[config.mk]
export PLATFORM = sky130hd
export DESIGN_NAME = ddc1_edid_tx
export DESIGN_NICKNAME = d
export VERILOG_FILES = /design/src/rtl/ddc1_pkg.sv /design/src/rtl/sync_edge.sv /design/src/rtl/ddc2_detect.sv /design/src/rtl/ddc1_edid_tx.sv
export SDC_FILE = /design/constraint.sdc
export NUM_CORES = 1
export LEC_CHECK = 0
export CAP_MARGIN = 0
export CORE_MARGIN = 2
export CORE_UTILIZATION = 55
export DETAILED_ROUTE_END_ITERATION = 10
export DONT_BUFFER_PORTS = 1
export PLACE_DENSITY = 0.72
export RECOVER_POWER = 25
export SLEW_MARGIN = 20
export SYNTH_ARGS = -nofsm -noshare
export SYNTH_HDL_FRONTEND = slang
export SYNTH_SLANG_ARGS = --single-unit
[constraint.sdc]
create_clock -name clk -period 4.9 [get_ports clk]
set_clock_uncertainty 0.2 [all_clocks]
set_input_delay 0.735 -clock clk [delete_from_list [all_inputs] [get_ports clk]]
set_output_delay 0.735 -clock clk [all_outputs]
set_load 0.02 [all_outputs]
[src/rtl/ddc1_pkg.sv]
package ddc1_pkg;
    localparam int DATA_BITS = 8;
    localparam int SLOTS     = DATA_BITS + 1;
    localparam int SLOT_W    = $clog2(SLOTS);

    typedef enum logic [1:0] {
        ST_IDLE = 2'd0,
        ST_INIT = 2'd1,
        ST_SEND = 2'd2,
        ST_DDC2 = 2'd3
    } tx_state_t;
endpackage

[src/rtl/sync_edge.sv]
// Multi-stage synchronizer followed by a single-edge detector.
module sync_edge #(
    parameter int   STAGES  = 2,
    parameter logic RST_VAL = 1'b0,
    parameter bit   RISING  = 1'b1
) (
    input  logic clk,
    input  logic rst_n,
    input  logic din,
    output logic evt
);
    logic [STAGES-1:0] chain;
    logic              prev;

    genvar gi;
    generate
        for (gi = 0; gi < STAGES; gi++) begin : g_stage
            if (gi == 0) begin : g_first
                always_ff @(posedge clk or negedge rst_n) begin
                    if (!rst_n) chain[0] <= RST_VAL;
                    else        chain[0] <= din;
                end
            end else begin : g_next
                always_ff @(posedge clk or negedge rst_n) begin
                    if (!rst_n) chain[gi] <= RST_VAL;
                    else        chain[gi] <= chain[gi-1];
                end
            end
        end
    endgenerate

    always_ff @(posedge clk or negedge rst_n) begin
        if (!rst_n) prev <= RST_VAL;
        else        prev <= chain[STAGES-1];
    end

    generate
        if (RISING) begin : g_rise
            assign evt = chain[STAGES-1] & ~prev;
        end else begin : g_fall
            assign evt = ~chain[STAGES-1] & prev;
        end
    endgenerate
endmodule

[src/rtl/ddc2_detect.sv]
// Counts DDC2 clock edges while enabled; raises a sticky flag at the threshold.
module ddc2_detect #(
    parameter int EDGES = 2,
    localparam int CNT_W = $clog2(EDGES + 1)
) (
    input  logic clk,
    input  logic rst_n,
    input  logic enable,
    input  logic scl_fall,
    output logic seen
);
    logic [CNT_W-1:0] cnt;

    always_ff @(posedge clk or negedge rst_n) begin
        if (!rst_n) begin
            cnt  <= '0;
            seen <= 1'b0;
        end else if (enable && scl_fall && !seen) begin
            if (cnt == CNT_W'(EDGES - 1)) begin
                seen <= 1'b1;
                cnt  <= CNT_W'(EDGES);
            end else begin
                cnt <= cnt + 1'b1;
            end
        end
    end

    // the edge count never runs past the threshold
    assert_cnt_bound_R8: assert property (@(posedge clk) disable iff (!rst_n)
        cnt <= CNT_W'(EDGES));
    // once seen, the flag is held until reset
    assert_seen_sticky_R8: assert property (@(posedge clk) disable iff (!rst_n)
        seen |=> seen);
endmodule

[src/rtl/ddc1_edid_tx.sv]
module ddc1_edid_tx
    import ddc1_pkg::*;
#(
    parameter int TABLE_BYTES = 128,
    parameter int INIT_CLOCKS = 9,
    parameter int DDC2_EDGES  = 2,
    parameter int SYNC_STAGES = 2,
    localparam int ADDR_W     = $clog2(TABLE_BYTES),
    localparam int INIT_W     = $clog2(INIT_CLOCKS + 1)
) (
    input  logic              clk,
    input  logic              rst_n,
    input  logic              vsync_in,
    input  logic              scl_in,
    input  logic [7:0]        rd_data,
    output logic [ADDR_W-1:0] rd_addr,
    output logic              sda_oe,
    output logic              sda_out,
    output logic              mode_ddc2
);
    tx_state_t         state_q, state_d;
    logic              vs_rise;
    logic              scl_fall;
    logic              ddc2_seen;
    logic [INIT_W-1:0] init_cnt;
    logic [SLOT_W-1:0] slot;
    logic [6:0]        shreg;

    sync_edge #(.STAGES(SYNC_STAGES), .RST_VAL(1'b0), .RISING(1'b1)) u_vs_sync (
        .clk   (clk),
        .rst_n (rst_n),
        .din   (vsync_in),
        .evt   (vs_rise)
    );

    sync_edge #(.STAGES(SYNC_STAGES), .RST_VAL(1'b1), .RISING(1'b0)) u_scl_sync (
        .clk   (clk),
        .rst_n (rst_n),
        .din   (scl_in),
        .evt   (scl_fall)
    );

    ddc2_detect #(.EDGES(DDC2_EDGES)) u_detect (
        .clk      (clk),
        .rst_n    (rst_n),
        .enable   (state_q != ST_DDC2),
        .scl_fall (scl_fall),
        .seen     (ddc2_seen)
    );

    // State register
    always_ff @(posedge clk or negedge rst_n) begin
        if (!rst_n) state_q <= ST_IDLE;
        else        state_q <= state_d;
    end

    // Next-state logic
    always_comb begin
        state_d = state_q;
        if (ddc2_seen) begin
            state_d = ST_DDC2;
        end else begin
            unique case (state_q)
                ST_IDLE: if (vs_rise) state_d = ST_INIT;
                ST_INIT: if (vs_rise && init_cnt == INIT_W'(INIT_CLOCKS)) state_d = ST_SEND;
                ST_SEND: state_d = ST_SEND;
                ST_DDC2: state_d = ST_DDC2;
            endcase
        end
    end

    // Outputs and datapath
    always_ff @(posedge clk or negedge rst_n) begin
        if (!rst_n) begin
            init_cnt  <= '0;
            slot      <= '0;
            shreg     <= '0;
            rd_addr   <= '0;
            sda_oe    <= 1'b0;
            sda_out   <= 1'b1;
            mode_ddc2 <= 1'b0;
        end else if (ddc2_seen || state_q == ST_DDC2) begin
            sda_oe    <= 1'b0;
            sda_out   <= 1'b1;
            mode_ddc2 <= 1'b1;
        end else if (vs_rise) begin
            unique case (state_q)
                ST_IDLE: begin
                    init_cnt <= INIT_W'(1);
                end
                ST_INIT: begin
                    if (init_cnt == INIT_W'(INIT_CLOCKS)) begin
                        slot    <= '0;
                        shreg   <= rd_data[6:0];
                        sda_out <= rd_data[7];
                        sda_oe  <= 1'b1;
                    end else begin
                        init_cnt <= init_cnt + 1'b1;
                    end
                end
                ST_SEND: begin
                    if (slot == SLOT_W'(DATA_BITS - 1)) begin
                        slot    <= SLOT_W'(DATA_BITS);
                        sda_oe  <= 1'b0;
                        sda_out <= 1'b1;
                        rd_addr <= (rd_addr == ADDR_W'(TABLE_BYTES - 1)) ? '0 : rd_addr + 1'b1;
                    end else if (slot == SLOT_W'(DATA_BITS)) begin
                        slot    <= '0;
                        shreg   <= rd_data[6:0];
                        sda_out <= rd_data[7];
                        sda_oe  <= 1'b1;
                    end else begin
                        slot    <= slot + 1'b1;
                        sda_out <= shreg[6];
                        shreg   <= {shreg[5:0], 1'b0};
                        sda_oe  <= 1'b1;
                    end
                end
                ST_DDC2: begin
                    sda_oe <= 1'b0;
                end
            endcase
        end
    end

    // released while idle or synchronizing
    assert_release_init_R3: assert property (@(posedge clk) disable iff (!rst_n)
        (state_q == ST_IDLE || state_q == ST_INIT) |-> !sda_oe);
    // the ninth slot of a byte is released
    assert_release_slot_R5: assert property (@(posedge clk) disable iff (!rst_n)
        (state_q == ST_SEND && slot == SLOT_W'(DATA_BITS)) |-> !sda_oe);
    // the address stays inside the table
    assert_addr_range_R6: assert property (@(posedge clk) disable iff (!rst_n)
        rd_addr <= ADDR_W'(TABLE_BYTES - 1));
    // SDA only moves on a VSYNC rise or a handover
    assert_sda_stable_R7: assert property (@(posedge clk) disable iff (!rst_n)
        (!vs_rise && !ddc2_seen) |=> ($stable(sda_out) && $stable(sda_oe)));
    // the mode flag is sticky
    assert_mode_sticky_R8: assert property (@(posedge clk) disable iff (!rst_n)
        mode_ddc2 |=> mode_ddc2);
    // nothing is driven and the address is frozen in DDC2 mode
    assert_ddc2_quiet_R9: assert property (@(posedge clk) disable iff (!rst_n)
        mode_ddc2 |=> (!sda_oe && $stable(rd_addr)));
endmodule

After elaboration in Yosys (flattened, before gate mapping):

Index checks and enable logic that the tools add are counted.

* flip-flop bits (word level): 36
* bits in latches: 0
* RAM bits: 0
* bits in read-only memories: 0
* bits of input ports: 12
* output and inout port bits: 10
* word-level logic and storage cells: 86
* memories: 0

* add/sub/neg operators: 4
* multiply operators: 0
* div/mod/pow operators: 0
* magnitude comparators: 0
* eq/ne operators: 15
* shift-type cells: 0
* muxes and demuxes: 27
* bitwise gates (word level): 5
* reduce and logical (&&, ||, !) cells: 19

Operator list (number)
* 7-bit 2-to-1 mux: 4
* 4-bit 2-to-1 mux: 4
* 4-bit case mux with 2 select lines: 2
* 7-bit case mux with 2 select lines: 1
* 4-bit AND reduction: 3
* 1-bit 2-to-1 mux: 9
* 4-bit by 1-bit adder with 4-bit output (second input constant): 2
* 4-bit == test (second input constant): 2
* 2-bit 2-to-1 mux: 4
* 2-bit inequality test (second input constant): 4
* 2-bit case mux with 4 select lines: 1
* 7-bit by 1-bit adder with 7-bit output (second input constant): 1
* 7-bit == test (second input constant): 1
* 3-bit by 2-bit inequality test with 1-bit output (second input constant): 2
* 3-bit AND reduction: 2
* 2-bit nonzero test: 3
* 5-bit AND reduction: 1
* 2-bit by 1-bit == test with 1-bit output (second input constant): 2
* 2-bit == test (second input constant): 2
* 4-bit by 3-bit == test with 1-bit output (second input constant): 1
* 2-bit AND reduction: 2
* 4-bit nonzero test: 1
* 1-bit logical AND: 3
* 3-bit inequality test (second input constant): 1
* 9 further kinds: 12

Longest topological paths before layout:

* word-level depth: 6
* mapped depth: 8
* mapped depth without buffers: 6

Modules after synthesis:

Synthesis repeated with hierarchy kept, for this count alone.

* cell total of the unflattened synthesis: 168
* area total of the unflattened synthesis: 1889.3 um^2

By module, submodules not included
* ddc1_edid_tx: instances 1, cells each 150, area an instance 1559.0 um^2, seq. area each 676.9 um^2
* ddc2_detect: instances 1, cells each 10, area an instance 148.9 um^2, seq. area each 75.1 um^2
* sync_edge at u_scl_sync: instances 1, cells each 4, area an instance 92.6 um^2, seq. area each 78.8 um^2
* sync_edge at u_vs_sync: instances 1, cells each 4, area an instance 88.8 um^2, seq. area each 75.1 um^2

Least setup slack after synthesis:

No wires, ideal clock.

* path kind: flip-flop to flip-flop
* start: register state_q[0]
* end: register rd_addr[1]
* setup time: 0.125 ns
* arrival: 1.723 ns
* path slack: 2.852 ns
* stages on the path, launching flop included: 5
* path buffers: 0
* clock period less this slack: 2.048 ns
* cell sequence: dfrtp_1 ha_1 or4b_4 nor2_4 mux2_2

* word-level cells in the longest chain between the ends: 4
* elaborated cells on any way between the ends: 5
* classes of those cells: 2 x eq/ne; 1 x bitwise; 2 x reduce/logical

Ends and longest elaborated chain
* start: declaration: line ddc1_edid_tx.sv:21 `tx_state_t state_q, state_d;`
* start signal: assignment: line ddc1_edid_tx.sv:54 `else state_q <= state_d;`
* 2-bit == test: line ddc1_edid_tx.sv:82 `end else if (ddc2_seen || state_q == ST_DDC2) begin`
* 1-bit logical OR: line ddc1_edid_tx.sv:82
* 1-bit NOT (no source line)
* 4-bit AND reduction (no source line) (*)
* end signal: assignment: line ddc1_edid_tx.sv:106 `rd_addr <= (rd_addr == ADDR_W'(TABLE_BYTES - 1)) ? '0 : rd_addr + 1'b1;`
* end: declaration: line ddc1_edid_tx.sv:16 `output logic [ADDR_W-1:0] rd_addr,`

Every way passes the cells marked *; elsewhere a longest branch is shown, timed or not.
A chain may end at the register's enable or synchronous reset.

==> results.py <==
metrics = {
    "critical_path": {
        "cp.required_ps": 4840,
        "cp-end-kind": "async pin",
        "worstReg2RegStart": "state_q[0]$_DFFE_PN0P_",
        "timing.critical_path.buf_inv": 2,
        "crit_path_start": "rst_n",
        "slowest_delay_ps": 1270,
        "timing.critical_path.from_type": "input pin",
        "crit_arrival_ps": 2730,
        "worstSetupPathType": "input pin to async pin",
        "critPathTopFamily": "buffers and inverters",
        "cell_breakdown_of_the_critical_path": "dlygate4sd3_1 -> clkbuf_1",
        "crit_fanout": 32,
        "critPathSlowestCell": "clkbuf_1",
    },
    "place": {
        "hpwl_um": 2420,
        "place_ws_ps": 2750,
        "gp_routability_congestion": 0.781,
        "postPlaceCellArea_mm2": 0.00189,
        "portBuffers": 0,
    },
    "floorplanning": {
        "design.die.area_mm2": 0.00385,
        "initial_core_util_pct": 56.5,
        "core_area_mm2": 0.00328,
        "die_h_um": 62.1,
        "standard_cell_rows": 21,
        "die_wd_um": 62.1,
        "design.portCount": 22,
    },
    "pwr": {
        "switchingPower_mw": 0.170,
        "intPower_mw": 0.457,
        "power_frac_comb_pct": 11.9,
        "netSwitchingFraction_pct": 27.2,
        "power_frac_clock_pct": 28.8,
        "p_per_area_mw_per_mm2": 318,
        "seq_power_share_pct": 59.3,
        "ir_drop_v": 0.000229,
        "power.static_leakage_nw": 0.910,
    },
    "layout": {
        "multiInputGateArea_um2": 881,
        "drive_above_1_share_pct": 11.5,
        "antenna_cell_count": 0,
        "area_growth_pct": 6.27,
        "seqCellArea_um2": 906,
        "final_common_cell": "dfrtp_1",
        "fin_area_mm2": 0.00197,
        "n_fill_cell": 287,
        "final_cell_mix": "32 x dfrtp_1, 14 x o21ai_0, 12 x inv_1, 12 x nand2_1, 12 x nor2_1",
        "number_of_nets_in_the_finished_design": 204,
    },
    "clock_tree": {
        "clkSlewWorstSetupHoldPaths_ps": 90,
        "clock_path_buffers": 2,
        "post_cts.resized_instances": 0,
        "cts.sinks": 36,
        "cts_htree_levels": 2,
        "cts_tree": "yes",
        "cts_hold_buffers": 1,
        "insertion_delay_ps": 340,
        "cts.root.buffer_cell": "clkbuf_4",
        "cts_setup_buffers": 0,
        "cts-buffers-inserted": 5,
    },
    "logic_synthesis": {
        "yosys.cell_types.count": 42,
        "synthCells": 176,
        "post_synthesis_cell_area_mm2": 0.00186,
        "syn_nets": 199,
        "share_of_flip_flops_with_an_asynchronous_set_or_reset_pct": 100,
        "synthesis.area_per_instance_um2": 10.5,
        "synth-warning-count": 0,
        "synthFlopType": "dfrtp_1",
        "synth-edff-count": 0,
        "synth.yosys.seq_area_share_pct": 48.8,
        "synth-seq-cells": 36,
    },
    "detailed_routing": {
        "drtPass1Iterations": 4,
        "route.final.wire_length_um": 3440,
        "routed-via-count": 1279,
        "drt-initial-drc-count": 79,
        "detail_route.vias_per_cell": 5.61,
        "wl_per_cell_um": 15.1,
        "drt_drc_violations_left": 0,
        "antenna_left": 0,
    },
    "status": {
        "failed_checks": "max-capacitance violations, max-slew violations",
        "run_status": "finished with violations",
    },
    "global_route": {
        "number_of_global_route_vias_before_repair": 1231,
        "grt_pass1_wl_um": 5680,
        "pin_count_of_the_biggest_net_entering_global_routing": 33,
        "grt_use_total_pct": 21.0,
        "grt_antenna_before_repair": 0,
        "overflow": 0,
    },
    "timing": {
        "total_setup_violations_reported_at_the_end_of_the_flow": 0,
        "final.setup.worst_slack_ps": 2110,
        "grt_setup_unrepaired": "false",
        "finalCriticalPeriod_ps": 2790,
        "setup_tns_ps": 0,
        "maxSlewViolCount": 33,
        "timing.final.crit_share_pct": 57.0,
        "timing.max_slew.rel_slack_pct": -13.1,
        "max_freq_mhz": 358,
        "worst-slew-pin-transition_ps": 1700,
        "hold_violations": 0,
    },
    "hold_path": {
        "worst_hold_startpoint": "u_scl_sync.chain[0]$_DFF_PN1_",
        "classification_of_the_worst_slack_hold_path": "flop to flop",
    },
    "job": {
        "maxCapViolCount": 1,
    },
}
==> per-stage QoR <==
stage                     util, %  hold slack [ps]  power [mW]  cells
after floorplan                 -              131       0.433    176
after global placement       57.5              134       0.436    218
after detailed placement     57.5              148       0.447    218
after CTS                    60.2             1.30       0.634    227
after global routing         60.0              153       0.671    228
final                        60.0              168       0.628    228
==> sequential cells by signal, summed over array words and instances, names as in the netlist <==
signal and count:
shreg 7, sda_out 1, slot 4, u_detect.cnt 2, mode_ddc2 1, u_detect.seen 1
u_vs_sync.chain 2, u_scl_sync.prev 1, rd_addr 7, u_scl_sync.chain 2, sda_oe 1, init_cnt 4
u_vs_sync.prev 1, state_q 2
==> logic make-up (layout without fill, tap and decap cells) <==
group,after synthesis,after routing,synth area share (%)
compound gates,38,38,12.8
xor+xnor,3,3,1.42
fa+ha+maj,11,11,7.42
buf+inv,16,22,3.71
flops,36,36,48.8
mux,13,13,7.22
simple gates,59,59,18.6
==> final timing paths <==
kind                                            endpoint  slack [ps]  cells past startpoint
max                          u_detect.cnt[0]$_DFFE_PN0P_        2110                      2
min                        u_scl_sync.chain[1]$_DFF_PN1_         170                      0
max reg2reg                       rd_addr[1]$_DFFE_PN0P_        2730                      4
min reg2reg                u_scl_sync.chain[1]$_DFF_PN1_         170                      0
max in group clk                  rd_addr[1]$_DFFE_PN0P_        2730                      4
min in group asynchronous      u_scl_sync.prev$_DFF_PN1_         770                      1
==> power groups by stage <==
| stage | clock [mW] | sequential, mW | combinational (mW) |
|---|---|---|---|
| final | 0.181 | 0.372 | 0.0745 |
| after detailed placement | 0 | 0.378 | 0.0692 |
| after floorplan | 0 | 0.361 | 0.0720 |
| after CTS | 0.186 | 0.372 | 0.0765 |
| after global placement | 0 | 0.374 | 0.0614 |
| after global routing | 0.201 | 0.379 | 0.0905 |
==> layout make-up <==
type / instances / area share [%]
multi-input combinational: 124 / 44.7
sequential: 36 / 45.9
inverter: 12 / 2.28
tap: 46 / 2.92
clock buffer: 8 / 3.49
timing repair buffer: 2 / 0.698
==> Yosys cell counts, drive strengths merged (2+ instances only) <==
library cell  count  area, um2
clkbuf            2       7.51
ha               11        138
mux2              3       33.8
nand3b            2       15.0
buf               2       16.3
nand2            12       45.0
dfrtp            32        801
nand4             4       25.0
nand3             5       25.0
o21ai            16       87.6
xnor2             2       17.5
nand2b            4       25.0
nor3              2       10.0
and4b             2       20.0
a22o              3       26.3
and2              2       12.5
and3              3       20.0
mux2i            10        100
a21oi            11       55.1
nor2             13       56.3
nor2b             4       25.0
dfstp             4        105
inv              12       45.0
==> routing by layer <==
layer	part of all wire (%)	wire length (um)	track usage [%]	up-vias
met5	0	0	0	-
met4	1.5	53	10.6	0
met3	4.6	157	7.04	4
met2	50	1720	32.3	23
met1	44	1510	26.3	621
li1	-	-	-	631
==> worst register-to-register path: cells and delay by family, from the launching register on <==
kind,cells,cell delay (ps)
and+or+nand+nor,2,770
muxes,1,350
adders and majority gates,1,310
DFF,1,430
Power figures use the tool's default switching activity.
